### config.mk
export PLATFORM = sky130hd
export DESIGN_NAME = mdio_mgmt
export DESIGN_NICKNAME = d
export VERILOG_FILES = /design/src/rtl/mdio_mgmt.sv
export SDC_FILE = /design/constraint.sdc
export NUM_CORES = 1
export LEC_CHECK = 0
export BUFFER_PORTS_ARGS = -buffer_cell sky130_fd_sc_hd__buf_2
export CORE_UTILIZATION = 45
export CTS_CLUSTER_DIAMETER = 40
export DETAILED_ROUTE_END_ITERATION = 7
export GPL_ROUTABILITY_DRIVEN = 0
export PLACE_DENSITY = 0.7
export SETUP_SLACK_MARGIN = 0.3
export SYNTH_ARGS = -nofsm -noshare
export SYNTH_HDL_FRONTEND = slang
export SYNTH_SLANG_ARGS = --single-unit
### constraint.sdc
create_clock -name clk -period 8.4 [get_ports clk]
set_clock_uncertainty 0.2 [all_clocks]
set_input_delay 0 -clock clk [delete_from_list [all_inputs] [get_ports clk]]
set_output_delay 0 -clock clk [all_outputs]
set_load 0.01 [all_outputs]
### src/rtl/mdio_mgmt.sv
module mdio_mgmt (
  input  logic        clk,
  input  logic        rst_n,
  input  logic        ctl_we,
  input  logic [31:0] ctl_wdata,
  output logic [31:0] ctl_rdata,
  input  logic        data_we,
  input  logic [31:0] data_wdata,
  output logic [31:0] data_rdata,
  input  logic        mdc_en,
  output logic        mdc,
  output logic        mdio_o,
  output logic        mdio_oe,
  input  logic        mdio_i
);

  localparam logic [5:0] LAST_BIT  = 6'd63;
  localparam logic [5:0] TA_BIT    = 6'd46;
  localparam logic [5:0] DATA_BIT  = 6'd48;

  logic        busy, wr_q, mdc_q, oe_q;
  logic [4:0]  reg_q, phy_q, cnt;
  logic [3:0]  div_q;
  logic [15:0] data_q;
  logic [63:0] sh;
  logic [5:0]  idx;
  logic        start, tick;

  function automatic logic [4:0] half_m1(input logic [3:0] code);
    logic [5:0] r;
    case (code)
      4'h0: r = 6'd4;   4'h1: r = 6'd6;   4'h2: r = 6'd8;   4'h3: r = 6'd12;
      4'h4: r = 6'd16;  4'h5: r = 6'd20;  4'h6: r = 6'd24;  4'h7: r = 6'd28;
      4'h8: r = 6'd30;  4'h9: r = 6'd32;  4'hA: r = 6'd36;  4'hB: r = 6'd40;
      4'hC: r = 6'd44;  4'hD: r = 6'd48;  4'hE: r = 6'd54;  default: r = 6'd60;
    endcase
    return r[5:1] - 5'd1;
  endfunction

  assign start = ctl_we && ctl_wdata[17] && !busy;
  assign tick  = busy && mdc_en && (cnt == 5'd0);

  assign ctl_rdata  = {8'h00, div_q, 2'b00, busy, wr_q, 3'b000, phy_q, 3'b000, reg_q};
  assign data_rdata = {16'h0000, data_q};
  assign mdc        = mdc_q;
  assign mdio_o     = sh[63];
  assign mdio_oe    = oe_q;

  logic unused_wbits;
  assign unused_wbits = ^{ctl_wdata[31:24], ctl_wdata[19:18], ctl_wdata[15:13],
                          ctl_wdata[7:5], data_wdata[31:16]};

  always_ff @(posedge clk or negedge rst_n) begin
    if (!rst_n) begin
      busy <= 1'b0; wr_q <= 1'b0; mdc_q <= 1'b0; oe_q <= 1'b0;
      reg_q <= '0; phy_q <= '0; div_q <= '0; data_q <= '0;
      cnt <= '0; idx <= '0; sh <= '0;
    end else begin
      if (ctl_we && !busy) begin
        reg_q <= ctl_wdata[4:0];
        phy_q <= ctl_wdata[12:8];
        wr_q  <= ctl_wdata[16];
        div_q <= ctl_wdata[23:20];
      end
      if (data_we && !busy)
        data_q <= data_wdata[15:0];
      if (start) begin
        busy  <= 1'b1;
        idx   <= '0;
        mdc_q <= 1'b0;
        oe_q  <= 1'b1;
        cnt   <= half_m1(ctl_wdata[23:20]);
        sh    <= {32'hFFFF_FFFF, 2'b01,
                  ctl_wdata[16] ? 2'b01 : 2'b10,
                  ctl_wdata[12:8], ctl_wdata[4:0],
                  ctl_wdata[16] ? 2'b10 : 2'b11,
                  ctl_wdata[16] ? data_q : 16'hFFFF};
      end else if (busy && mdc_en) begin
        if (!tick) begin
          cnt <= cnt - 5'd1;
        end else begin
          cnt <= half_m1(div_q);
          if (!mdc_q) begin
            mdc_q <= 1'b1;
            if (!wr_q && idx >= DATA_BIT)
              data_q <= {data_q[14:0], mdio_i};
          end else begin
            mdc_q <= 1'b0;
            if (idx == LAST_BIT) begin
              busy <= 1'b0;
              oe_q <= 1'b0;
              idx  <= '0;
            end else begin
              idx <= idx + 6'd1;
              sh  <= {sh[62:0], 1'b1};
              if (!wr_q && idx == TA_BIT - 6'd1)
                oe_q <= 1'b0;
            end
          end
        end
      end
    end
  end

  a_r11_idle_quiet: assert property (@(posedge clk) disable iff (!rst_n)
    !busy |-> (!mdc && !mdio_oe));

  a_r6_out_steady_high: assert property (@(posedge clk) disable iff (!rst_n)
    (mdc && $past(mdc)) |-> $stable(mdio_o));

  a_r9_mdc_frozen: assert property (@(posedge clk) disable iff (!rst_n)
    (!mdc_en && busy) |=> $stable(mdc));

  a_r7_read_released: assert property (@(posedge clk) disable iff (!rst_n)
    (busy && !wr_q && idx >= TA_BIT) |-> !mdio_oe);

  a_r10_busy_write_ignored: assert property (@(posedge clk) disable iff (!rst_n)
    (busy && (ctl_we || data_we)) |=> ($stable({ctl_rdata[31:18], ctl_rdata[16:0]}) &&
                                       (wr_q ? $stable(data_rdata) : 1'b1)));

  a_r3_busy_on_start: assert property (@(posedge clk) disable iff (!rst_n)
    (ctl_we && ctl_wdata[17] && !ctl_rdata[17]) |=> ctl_rdata[17]);

endmodule

==> run summary <==
R2R Setup Slk = 4720 ps
Post-Syn Area = 5380 µm²
CTS Sinks = 109
Global route overflow = 0
CTS tree = done
Number of cells in the finished layout apart from fillers = 811
Worst Setup End Kind = flop
Top-count cell post-synth = dfrtp_1
Number of H-tree levels = 3
Period utilization = 43.8%
Net switching power = 550 µW
Starting DRT DRC Count = 213
Max Fclk = 272 MHz
Post-CTS setup buffers = 0
Layout cell share with drive strength beyond 1 = 16.9%
CP Cell Sequence = nand3b_1 > buf_4 > nand3_1 > nor2_1 > a21oi_1 > dlygate4sd3_1
DIE AREA = 12400 µm²
CTS clk-pin slew, worst paths = 80 ps
GR Layer Usage met1 = 21.8%
Vias per cell = 5.16
Initial antenna violation count = 0
Flop pwr share = 48.4%
Post-synth top area share = 50.7%
Design area = 6330 µm²
Largest net degree at the start of global routing = 90
Unique masters post-synth = 42
Unrepaired setup endpoints after global routing = false
Yosys warnings = 0
Place WS = 5360 ps
Hold crit path type = input pin to flop
DP Cell Count = 760
Hpwl dp = 6530 µm
Slew Viols, Final = 0
Post-synth top flop = dfrtp_1
Critical Path RT = 8430 ps
Internal = 1.14 mW
Crit path launch type = flop
Final core utilization = 55.0%
Clock root cell = clkbuf_16
GRT met2 Usage = 31.9%
Die W = 111 µm
Crit Path Category = flop to flop
Deepest clock path buffer count = 2
Share of flip-flops with an asynchronous set or reset = 100%
Clock Latency Late Sink = 350 ps
Drt first pass iters = 6
CP peak stage delay = 960 ps
Starting density of the core = 46.7%
Cell Rows = 39
Final Hold Vio Count = 0
Filler instances = 1003
Slew headroom = 20.6%
Leakage = 2.82 nW
Peak VDD IR = 168 µV
Io pins = 137
Cts bufs inserted = 9
Most frequent cells after synthesis = dfrtp_1, nor2_1, nand2_1
Vias in the first global route = 3961
Tmin final = 3680 ps
GRT Total Usage = 17.9%
CP max stage cell = nand3_1
Max-cap viol count = 0
PortBufs = 72
Chip height = 111 µm
Gr busiest metal = met2
Crit path DAT = 3710 ps
Synth area leader = dfrtp_1
Min Hold Slack = 187 ps
Clock power share = 24.9%
Switching share of power = 32.5%
Vias = 4184
Cell Area, Placed = 5690 µm²
Post-synthesis sequential area ratio = 50.7%
Post-route ant nets = 0
Final nets = 744
Avg Cell Area, Syn = 9.29 µm²
Outcome = finished, violations left
Final worst setup slack = 4720 ps
Violated checks = design-rule violations
Crit path max fanout = 61
Combinational power share = 26.7%
Seq cells post-synth = 109
Total power draw = 1.69 mW
Synth-to-Final Area Change = 17.8%
Number of synthesized flops with an enable pin = 0
Final Setup Violations = 0
DRT Wirelength = 10600 µm
Average wire per standard cell = 13.0 µm
Met3 global-route usage = 4.35%
Setup TNS = 0 ps
Gate Count Post-Synth = 579
P per Cell Area = 268 nW/µm²
First-pass GRT wire length = 18200 µm
Slew @ Worst Pin = 1190 ps
Core ar. = 11500 µm²
Residual DRC = 15
Largest cells by area after synthesis = dfrtp_1, nor2_1, a21oi_1, nand2_1, buf_4
# diodes = 0
worst paths after layout:
check                                   start                   to  cells after the start
max reg2reg                  busy$_DFFE_PN0P_  data_q[0]$_DFF_PN0_                      6
max                          busy$_DFFE_PN0P_  data_q[0]$_DFF_PN0_                      6
min in group asynchronous               rst_n    sh[9]$_DFFE_PN0P_                      3
max in group asynchronous               rst_n    sh[3]$_DFFE_PN0P_                      3
min reg2reg                idx[3]$_DFFE_PN0P_   idx[3]$_DFFE_PN0P_                      1
min                                   data_we  data_q[1]$_DFF_PN0_                      4
worst max-delay path, delay by kind of cell, from the launching register on:
kind                   cells  cell delay [ps]
buffers and inverters      2             1150
flip-flops                 1              470
AO/OA/AOI/OAI              1               80
AND/OR/NAND/NOR            3             1650
routing by layer:
layer  routed length (µm)  part of all wire (%)
met3                  454                   4.3
met5                    0                     0
met1                 4740                    45
met4                   76                  0.72
met2                 5290                    50
cells by family (layout without fill, tap and decap cells):
group                    count (synthesis)  count (layout)  synth area share (%)
other                                    1              32                0.0697
buffers and inverters                   79             137                  7.96
XOR/XNOR                                 6               6                 0.977
AO/OA/AOI/OAI                          119             119                  13.0
adder cells (fa/ha/maj)                 11              11                  2.56
AND/OR/NAND/NOR                        222             222                  18.4
flip-flops                             109             109                  50.7
multiplexers                            32              32                  6.28
flip-flops by register name, summed over array words and instances, names as in the netlist:
signal,count
sh,64
idx,6
data_q,16
mdc,1
phy_q,5
wr_q,1
div_q,4
reg_q,5
mdio_oe,1
busy,1
cnt,5
cell type report:
cell class | instances | area [µm²] | share of cell area (%)
sequential | 109 | 2730 | 43.1
tap | 143 | 179 | 2.82
multi-input combinational | 422 | 2350 | 37.0
timing repair buffer | 112 | 751 | 11.9
inverter | 9 | 33.8 | 0.533
clock inverter | 6 | 68.8 | 1.09
clock buffer | 10 | 229 | 3.61
repair_timing:
action / CTS / global route
endpoints found under the hold margin: 70 / 0
endpoints found under the setup margin: 0 / 0
hold buffers: 35 / 0
gates resized for setup: 0 / 0
layout by cell type, fill, tap and decap left out, types with 6 or more instances in the layout:
cell type | synthesis | routed
a21oi_1 | 60 | 60
a31oi_1 | 31 | 31
buf_2 | 3 | 71
buf_4 | 34 | 6
clkbuf_16 | 0 | 9
conb_1 | 1 | 32
dfrtp_1 | 109 | 109
dlygate4sd3_1 | 0 | 35
ha_1 | 11 | 11
inv_1 | 9 | 9
mux2_2 | 14 | 14
mux2i_1 | 18 | 18
nand2_1 | 70 | 70
nor2_1 | 106 | 105
nor3b_1 | 15 | 15
o21ai_0 | 11 | 11
power by group through the flow:
stage	Clock (mW)	Sequential (mW)	Combinational (mW)
finish	0.421	0.821	0.453
global route	0.455	0.842	0.508
CTS	0.434	0.818	0.453
detailed placement	0	0.826	0.434
global placement	0	0.817	0.421
floorplan	0	0.826	0.287
Power figures use the tool's default switching activity.
